--- config.mk ---
export PLATFORM = sky130hd
export DESIGN_NAME = usync_master
export DESIGN_NICKNAME = d
export VERILOG_FILES = /design/src/rtl/usync_pkg.sv /design/src/rtl/usync_timer.sv /design/src/rtl/usync_seq.sv /design/src/rtl/usync_txpath.sv /design/src/rtl/usync_rxpath.sv /design/src/rtl/usync_master.sv
export SDC_FILE = /design/constraint.sdc
export NUM_CORES = 1
export LEC_CHECK = 0
export ABC_AREA = 1
export BUFFER_PORTS_ARGS = -buffer_cell sky130_fd_sc_hd__buf_4
export CORE_MARGIN = 3
export CORE_UTILIZATION = 55
export DETAILED_ROUTE_END_ITERATION = 7
export GPL_ROUTABILITY_DRIVEN = 0
export PLACE_DENSITY = 0.76
export SKIP_CTS_REPAIR_TIMING = 1
export SYNTH_ARGS = -nofsm -noshare
export SYNTH_HDL_FRONTEND = slang
export SYNTH_SLANG_ARGS = --single-unit
--- constraint.sdc ---
create_clock -name clk -period 2.9 [get_ports clk]
set_clock_uncertainty 0.15 [all_clocks]
set_input_delay 0.29 -clock clk [delete_from_list [all_inputs] [get_ports clk]]
set_output_delay 0.29 -clock clk [all_outputs]
set_load 0.02 [all_outputs]
--- src/rtl/usync_pkg.sv ---
package usync_pkg;

    typedef enum logic [1:0] {
        PH_IDLE  = 2'd0,
        PH_START = 2'd1,
        PH_DATA  = 2'd2,
        PH_STOP  = 2'd3
    } phase_e;

    typedef struct packed {
        logic pol;
        logic pha;
    } clkcfg_t;

    // level of the serial clock inside a data bit
    function automatic logic data_clk_level(clkcfg_t c, logic second_half);
        return c.pol ^ (c.pha ^ second_half);
    endfunction

    // zero divider is clamped to one
    function automatic logic [15:0] clamp_div(logic [15:0] d);
        return (d == '0) ? 16'd1 : d;
    endfunction

endpackage

--- src/rtl/usync_timer.sv ---
module usync_timer #(
    parameter int DIV_W = 16
) (
    input  logic             clk,
    input  logic             rst,
    input  logic             load,
    input  logic             run,
    input  logic [DIV_W-1:0] div_in,
    output logic             half_end,
    output logic             second_half
);
    logic [DIV_W-1:0] div_q;
    logic [DIV_W-1:0] cnt_q;
    logic             half_q;

    assign half_end    = run && (cnt_q == div_q - 1'b1);
    assign second_half = half_q;

    always_ff @(posedge clk) begin
        if (rst) begin
            div_q  <= {{(DIV_W-1){1'b0}}, 1'b1};
            cnt_q  <= '0;
            half_q <= 1'b0;
        end else if (load) begin
            div_q  <= (div_in == '0) ? {{(DIV_W-1){1'b0}}, 1'b1} : div_in;
            cnt_q  <= '0;
            half_q <= 1'b0;
        end else if (run) begin
            if (half_end) begin
                cnt_q  <= '0;
                half_q <= ~half_q;
            end else begin
                cnt_q <= cnt_q + 1'b1;
            end
        end
    end
endmodule

--- src/rtl/usync_seq.sv ---
module usync_seq
    import usync_pkg::*;
#(
    parameter int DATA_W = 8,
    localparam int IDX_W = $clog2(DATA_W)
) (
    input  logic             clk,
    input  logic             rst,
    input  logic             accept,
    input  logic             half_end,
    input  logic             second_half,
    output phase_e           phase,
    output logic [IDX_W-1:0] bit_idx,
    output logic             shift_now,
    output logic             sample_now,
    output logic             finish_now
);
    localparam logic [IDX_W-1:0] LAST_IDX = IDX_W'(DATA_W - 1);

    phase_e           phase_q;
    logic [IDX_W-1:0] idx_q;
    logic             bit_end;

    assign bit_end    = half_end && second_half;
    assign phase      = phase_q;
    assign bit_idx    = idx_q;
    assign shift_now  = bit_end && (phase_q == PH_DATA);
    assign sample_now = half_end && !second_half && (phase_q == PH_DATA);
    assign finish_now = shift_now && (idx_q == LAST_IDX);

    always_ff @(posedge clk) begin
        if (rst) begin
            phase_q <= PH_IDLE;
            idx_q   <= '0;
        end else if (accept) begin
            phase_q <= PH_START;
            idx_q   <= '0;
        end else if (bit_end) begin
            unique case (phase_q)
                PH_START: begin
                    phase_q <= PH_DATA;
                    idx_q   <= '0;
                end
                PH_DATA: begin
                    if (idx_q == LAST_IDX) phase_q <= PH_STOP;
                    else                   idx_q   <= idx_q + 1'b1;
                end
                PH_STOP:  phase_q <= PH_IDLE;
                default:  phase_q <= PH_IDLE;
            endcase
        end
    end
endmodule

--- src/rtl/usync_txpath.sv ---
module usync_txpath
    import usync_pkg::*;
#(
    parameter int DATA_W = 8
) (
    input  logic              clk,
    input  logic              rst,
    input  logic              accept,
    input  logic [DATA_W-1:0] load_data,
    input  clkcfg_t           cfg_in,
    input  logic              shift_now,
    input  phase_e            phase,
    input  logic              second_half,
    input  logic              live_pol,
    output logic              txd,
    output logic              sclk
);
    logic [DATA_W-1:0] sh_q;
    clkcfg_t           cfg_q;

    always_ff @(posedge clk) begin
        if (rst) begin
            sh_q  <= '0;
            cfg_q <= '0;
        end else if (accept) begin
            sh_q  <= load_data;
            cfg_q <= cfg_in;
        end else if (shift_now) begin
            sh_q <= sh_q >> 1;
        end
    end

    always_comb begin
        unique case (phase)
            PH_START: begin
                txd  = 1'b0;
                sclk = cfg_q.pol;
            end
            PH_DATA: begin
                txd  = sh_q[0];
                sclk = data_clk_level(cfg_q, second_half);
            end
            PH_STOP: begin
                txd  = 1'b1;
                sclk = cfg_q.pol;
            end
            default: begin
                txd  = 1'b1;
                sclk = live_pol;
            end
        endcase
    end
endmodule

--- src/rtl/usync_rxpath.sv ---
module usync_rxpath #(
    parameter int DATA_W = 8,
    localparam int IDX_W = $clog2(DATA_W)
) (
    input  logic              clk,
    input  logic              rst,
    input  logic              sample_now,
    input  logic [IDX_W-1:0]  bit_idx,
    input  logic              rxd,
    input  logic              finish_now,
    output logic [DATA_W-1:0] rx_data,
    output logic              rx_done
);
    logic [DATA_W-1:0] acc_q;

    always_ff @(posedge clk) begin
        if (rst) begin
            acc_q   <= '0;
            rx_data <= '0;
            rx_done <= 1'b0;
        end else begin
            rx_done <= finish_now;
            if (sample_now) acc_q[bit_idx] <= rxd;
            if (finish_now) rx_data <= acc_q;
        end
    end
endmodule

--- src/rtl/usync_master.sv ---
module usync_master
    import usync_pkg::*;
#(
    parameter int DATA_W = 8,
    parameter int DIV_W  = 16,
    localparam int IDX_W = $clog2(DATA_W)
) (
    input  logic              clk,
    input  logic              rst,
    input  logic              cfg_cpol,
    input  logic              cfg_cpha,
    input  logic [DIV_W-1:0]  baud_div,
    input  logic [DATA_W-1:0] tx_data,
    input  logic              tx_valid,
    output logic              tx_ready,
    output logic              txd,
    output logic              sclk,
    input  logic              rxd,
    output logic [DATA_W-1:0] rx_data,
    output logic              rx_done
);
    phase_e           phase;
    logic [IDX_W-1:0] bit_idx;
    logic             accept;
    logic             half_end;
    logic             second_half;
    logic             shift_now;
    logic             sample_now;
    logic             finish_now;
    clkcfg_t          cfg_now;

    assign tx_ready    = (phase == PH_IDLE);
    assign accept      = tx_valid && tx_ready;
    assign cfg_now.pol = cfg_cpol;
    assign cfg_now.pha = cfg_cpha;

    usync_timer #(.DIV_W(DIV_W)) u_timer (
        .clk         (clk),
        .rst         (rst),
        .load        (accept),
        .run         (!tx_ready),
        .div_in      (baud_div),
        .half_end    (half_end),
        .second_half (second_half)
    );

    usync_seq #(.DATA_W(DATA_W)) u_seq (
        .clk         (clk),
        .rst         (rst),
        .accept      (accept),
        .half_end    (half_end),
        .second_half (second_half),
        .phase       (phase),
        .bit_idx     (bit_idx),
        .shift_now   (shift_now),
        .sample_now  (sample_now),
        .finish_now  (finish_now)
    );

    usync_txpath #(.DATA_W(DATA_W)) u_tx (
        .clk         (clk),
        .rst         (rst),
        .accept      (accept),
        .load_data   (tx_data),
        .cfg_in      (cfg_now),
        .shift_now   (shift_now),
        .phase       (phase),
        .second_half (second_half),
        .live_pol    (cfg_cpol),
        .txd         (txd),
        .sclk        (sclk)
    );

    usync_rxpath #(.DATA_W(DATA_W)) u_rx (
        .clk         (clk),
        .rst         (rst),
        .sample_now  (sample_now),
        .bit_idx     (bit_idx),
        .rxd         (rxd),
        .finish_now  (finish_now),
        .rx_data     (rx_data),
        .rx_done     (rx_done)
    );
endmodule

==> flow_summary.toml, run 1 <==
[floorplanning]
core_area_um2 = 6940
boundaryPins = 42
die_w_um = 91.4
rows = 30
dieArea_um2 = 8360
start_util = 0.578
die_y_um = 91.4

[sta]
hold_violations = 0
worst_pin_slew_ns = 0.736
rsz0062_at_grt = "false"
fin_crit_ns = 2.64
max_freq_ghz = 0.379
setup_viol_count_final = 0
maxSlewHeadroom = 0.509
fin_setup_tns_ns = 0
period_share = 0.911
drv_slew = 0

[finish]
fin_util = 0.667
final_nets = 678
diodes = 0
n_fill_cell = 618
area_growth_pct = 15.4
layout.cells.non_filler = 741
fin_area_um2 = 4630
drive_above_1_share = 0.188

[pwr]
power_leakage_nw = 2.24
finalPower_mw = 2.29
ir_drop_mv = 0.273
power_density_nw_per_um2 = 495

[routing]
via_count = 3848
dr.max_layer_used = "met4"
routed_wl_mm = 9.63
met1Wirelength_mm = 4.64
wl_met3_um = 566
wl_per_cell_um = 13.0
wl_met2_mm = 4.25
firstDrtPassIters = 6
routed_via_density = 5.19
ant_nets = 0
first_iter_violations = 285
drc_errors = 0

[clocking]
clk_latency_ns = 0.35
clock_path_buffers = 2
cts_root_buffer = "clkbuf_8"
clkSinkCount = 65
cts_buffers = 9
cts_tree = "built"
htree_num_levels = 3
path_clk_slew_ns = 0.08

[global_route]
grt_max_degree = 25
antenna_found_initial = 0
grt_pass1_vias = 3575
overflow = 0
grt_util_all_layers = 0.240
grt_pass1_wl_mm = 16.3

[setup_path]
crit_path_max_incr_delay_ns = 0.38
critical_path_class = "reg -> reg"
critPathArrivalTime_ns = 2.78
cp_max_fo = 10
crit_path_top_delay_cell = "dfxtp_1"
cp_data_required_time_ns = 3.04
crit_top_cell = "nand2_1"
critPathTopFamily = "simple AND/OR/NAND/NOR gates"
crit_path_cell_trace = "inv_1 -> ha_1 -> clkinv_1 -> and3_1 -> nand2_1 -> nor2_1 -> nand3_1 -> nor2_4 -> nand3_4 -> nor2_4 -> nand2_4 -> nand2_1 -> nand2_1 -> nor2_1"
crit_path_start_kind = "register"
end_kind = "register"
critical_path_buf_inv_count = 2

[placed_design]
placed_cell_area_um2 = 4390
dp_hpwl_mm = 7.28
port_buffers = 41
placed_cells = 724

[yosys]
ys_async_sr_fraction = 0
ys_warn_count = 0
postSynthAreaPerCell_um2 = 6.72
ys_seq_area_frac = 0.324
synth_nets = 635
synth_cell_type_count = 45
syn_area_um2 = 4010
synth-edff-count = 0
synth-seq-cells = 65
ys.flop_type = "dfxtp_1"
synthCells = 597

[hold_path]
hp-class = "in -> reg"

[run_status]
status = "complete, no violations"

[flow_run]
cap_violations = 0
[worst paths after layout]
kind / from / end / slack [ns] / cells past startpoint
hold reg to reg: u_timer.div_q[15]$_SDFFE_PP0P_ / u_timer.div_q[15]$_SDFFE_PP0P_ / 0.32 / 2
setup / recovery: u_seq.phase[0]$_SDFFE_PP0P_ / u_rx.rx_data[1]$_SDFFE_PP0P_ / 0.26 / 14
hold / removal: baud_div[12] / u_timer.div_q[12]$_SDFFE_PP0P_ / 0.001 / 3
setup reg to reg: u_seq.phase[0]$_SDFFE_PP0P_ / u_rx.rx_data[1]$_SDFFE_PP0P_ / 0.26 / 14
[flip-flops by register name, indices dropped and copies added (netlist names), 2 cells and up]
name	count
u_timer.cnt_q	16
u_rx.rx_data	8
u_seq.bit_idx	3
u_seq.phase	2
u_rx.acc_q	8
u_timer.div_q	16
u_tx.sh_q	8
u_tx.cfg_q	2
[power by group]
group / internal [mW] / switching, mW
clock: 0.509 / 0.373
sequential: 0.924 / 0.0365
combinational: 0.169 / 0.283
total: 1.60 / 0.692
[cell type report]
| cell class | count | area [um2] | share of cell area |
|---|---|---|---|
| multi-input combinational | 442 | 2350 | 0.508 |
| sequential | 65 | 1300 | 0.281 |
| timing repair buffer | 46 | 348 | 0.0751 |
| inverter | 76 | 285 | 0.0616 |
| clock buffer | 10 | 138 | 0.0297 |
| tap | 96 | 120 | 0.0259 |
| clock inverter | 6 | 88.8 | 0.0192 |
[Yosys cell counts, types with 2 or more instances]
library cell	count	share of area
a21oi_1	7	0.0087
a22o_1	4	0.0087
and3_1	2	0.0031
buf_2	7	0.0087
clkbuf_1	5	0.0047
dfxtp_1	65	0.32
ha_1	8	0.025
inv_1	71	0.066
inv_2	4	0.0037
mux2i_1	7	0.017
nand2_1	156	0.15
nand2_2	14	0.022
nand2_4	3	0.0084
nand3_1	29	0.036
nand3_2	3	0.0075
nand3b_1	4	0.0075
nand4_1	15	0.023
nor2_1	87	0.081
nor2_2	24	0.037
nor2_4	5	0.014
nor2_8	2	0.010
nor3_1	11	0.014
nor3b_1	3	0.0056
nor4_1	4	0.0062
o21ai_0	15	0.019
o21ai_1	3	0.0037
or2_2	2	0.0031
xnor2_1	12	0.026
xor2_1	9	0.020
[stage by stage]
stage          setup WS, ns  hold slack (ns)
3_3_place_gp          0.255            0.306
3_5_place_dp          0.173            0.311
4_1_cts               0.140          -0.0308
5_1_grt              0.0679          0.00314
6_report              0.259          0.00132
2_1_floorplan         0.658            0.209
[tightest hold or removal path: cells and delay by family]
| kind | cells | cell delay [ns] |
|---|---|---|
| buffers and inverters | 1 | 0.08 |
| AND/OR/NAND/NOR | 2 | 0.09 |
[per-layer routing]
layer,vias to the layer above,GRT usage
li1,1970,-
met1,1732,0.322
met2,128,0.375
met3,18,0.0505
met4,0,0.0942
met5,-,0
[kinds of logic (layout without fill, tap and decap cells)]
| group | after synthesis | in the layout | synth area share |
|---|---|---|---|
| simple gates | 370 | 370 | 0.443 |
| buf+inv | 90 | 138 | 0.0913 |
| flops | 65 | 65 | 0.324 |
| compound gates | 36 | 36 | 0.0536 |
| xor+xnor | 21 | 21 | 0.0458 |
| fa+ha+maj | 8 | 8 | 0.0249 |
| mux | 7 | 7 | 0.0175 |
[layout by cell type (no fill, tap or decap), types with 4 or more instances in the layout]
cell type,count
nand2_4,4
nor4_1,4
dfxtp_1,65
buf_4,45
nor2_4,5
nand2_1,156
o21ai_0,15
nand3_1,29
clkbuf_8,10
ha_1,8
xor2_1,9
nand2_2,13
inv_1,71
nand4_1,15
nor2_1,87
nor2_2,24
a21oi_1,7
inv_2,4
xnor2_1,12
a22o_1,4
nor3_1,11
nand3b_1,4
mux2i_1,7
No activity file was read; power rests on OpenSTA's default activity.
==> run 2, diff against run 1 <==
- REMOVE_ABC_BUFFERS: not set -> 1
==> flow_summary.toml, run 2 (synthesized netlist as in run 1, its figures left out) <==
[finish]
layout_commonest_cell = "nand2_1"
fin_util = 0.669
n_fill_cell = 616
final_nets = 680
drive_above_1_share = 0.189
layout.cells.non_filler = 743
regArea_um2 = 1300
diodes = 0
multiInputGateArea_um2 = 2350
layout_common_cells = "nand2_1 (156), nor2_1 (87), inv_1 (71), dfxtp_1 (65), buf_4 (47)"
reg_top3 = "u_timer.cnt_q x16, u_timer.div_q x16"
area_growth_pct = 15.7

[clocking]
cts_tree = "built"
cts_root_buffer = "clkbuf_8"
clk_latency_ns = 0.34
clock_path_buffers = 2
path_clk_slew_ns = 0.08
htree_num_levels = 3
cts_buffers = 9
clkSinkCount = 65

[setup_path]
crit_path_cell_trace = "inv_1 -> ha_1 -> clkinv_1 -> and3_1 -> nand3_1 -> nor2_1 -> nand3_1 -> nor2_1 -> nand4_1 -> buf_4 -> nor3_1 -> nor2_1"
critPathTopFamily = "simple AND/OR/NAND/NOR gates"
crit_path_start_kind = "register"
crit_path_top_delay_cell = "dfxtp_1"
end_kind = "register"
crit_path_max_incr_delay_ns = 0.37
critical_path_buf_inv_count = 3
critical_path_class = "reg -> reg"
crit_top_cell = "nor2_1"
cp_data_required_time_ns = 2.98
cp_max_fo = 8
critPathArrivalTime_ns = 2.66

[sta]
hold_violations = 0
period_share = 0.890
worst_pin_slew_ns = 0.742
max_freq_ghz = 0.388
rsz0062_at_grt = "false"
maxSlewHeadroom = 0.505
holdWs_ns = 0.00477
setup_viol_count_final = 0
fin_setup_tns_ns = 0
drv_slew = 0
fin_crit_ns = 2.58

[pwr]
power_density_nw_per_um2 = 498
finalPower_mw = 2.31
power_leakage_nw = 2.25
ir_drop_mv = 0.349

[run_status]
status = "complete, no violations"

[placed_design]
placed_cells = 726
dp_hpwl_mm = 7.58
port_buffers = 41

[routing]
via_count = 3880
routed_wl_mm = 10.1
first_iter_violations = 336
firstDrtPassIters = 6
wl_per_cell_um = 13.6
routed_via_density = 5.22
drc_errors = 0
ant_nets = 0

[global_route]
antenna_found_initial = 0
grt_pass1_vias = 3605
grt_pass1_wl_mm = 16.9
grt_util_all_layers = 0.249
grt_max_degree = 25
overflow = 0

[hold_path]
hp-class = "in -> reg"

[floorplanning]
die_y_um = 91.4
die_w_um = 91.4
boundaryPins = 42
rows = 30
start_util = 0.578
dieArea_um2 = 8360
core_area_um2 = 6940

[flow_run]
cap_violations = 0
-- run 2: through the flow --
stage,setup slack (ns),cell area (um2)
after floorplan,0.409,3930
after global placement,0.467,4410
after detailed placement,0.426,4410
after CTS,0.365,4630
after global routing,0.105,4640
final,0.320,4640
-- run 2: final cells by class --
cell class / count / area share
Multi-Input combinational cell: 442 / 0.505
Sequential cell: 65 / 0.280
Timing Repair Buffer: 48 / 0.0781
Inverter: 76 / 0.0614
Clock buffer: 11 / 0.0305
Tap cell: 96 / 0.0259
Clock inverter: 5 / 0.0186
-- run 2: worst paths after layout --
kind	to	slack, ns	from	cells after the start
worst max-delay path	u_rx.rx_data[1]$_SDFFE_PP0P_	0.32	u_seq.phase[0]$_SDFFE_PP0P_	12
worst min-delay path	u_timer.div_q[15]$_SDFFE_PP0P_	0.005	baud_div[15]	3
worst max register to register	u_rx.rx_data[1]$_SDFFE_PP0P_	0.32	u_seq.phase[0]$_SDFFE_PP0P_	12
worst min register to register	u_timer.div_q[15]$_SDFFE_PP0P_	0.32	u_timer.div_q[15]$_SDFFE_PP0P_	2
-- run 2: worst register-to-register path, cell delays in order, from the launching register on --
cell and delay (ns):
dfxtp_1 0.37, inv_1 0.09, ha_1 0.33, clkinv_1 0.10, and3_1 0.17, nand3_1 0.10, nor2_1 0.20, nand3_1 0.09
nor2_1 0.13, nand4_1 0.24, buf_4 0.27, nor3_1 0.16, nor2_1 0.07
-- run 2: report_power, final --
part           leakage [nW]  switching, mW  internal (mW)  total (mW)
combinational          1.61          0.293          0.172       0.465
clock                 0.114          0.373          0.514       0.888
sequential            0.528         0.0343          0.924       0.958
total                  2.25          0.701           1.61        2.31
-- run 2: metal layers --
| metal | part of all wire | global-route usage | vias up |
|---|---|---|---|
| met5 | 0 | 0 | - |
| met4 | 0.014 | 0.0766 | 0 |
| met3 | 0.065 | 0.0489 | 19 |
| met2 | 0.46 | 0.399 | 144 |
| met1 | 0.46 | 0.336 | 1749 |
| li1 | - | - | 1968 |
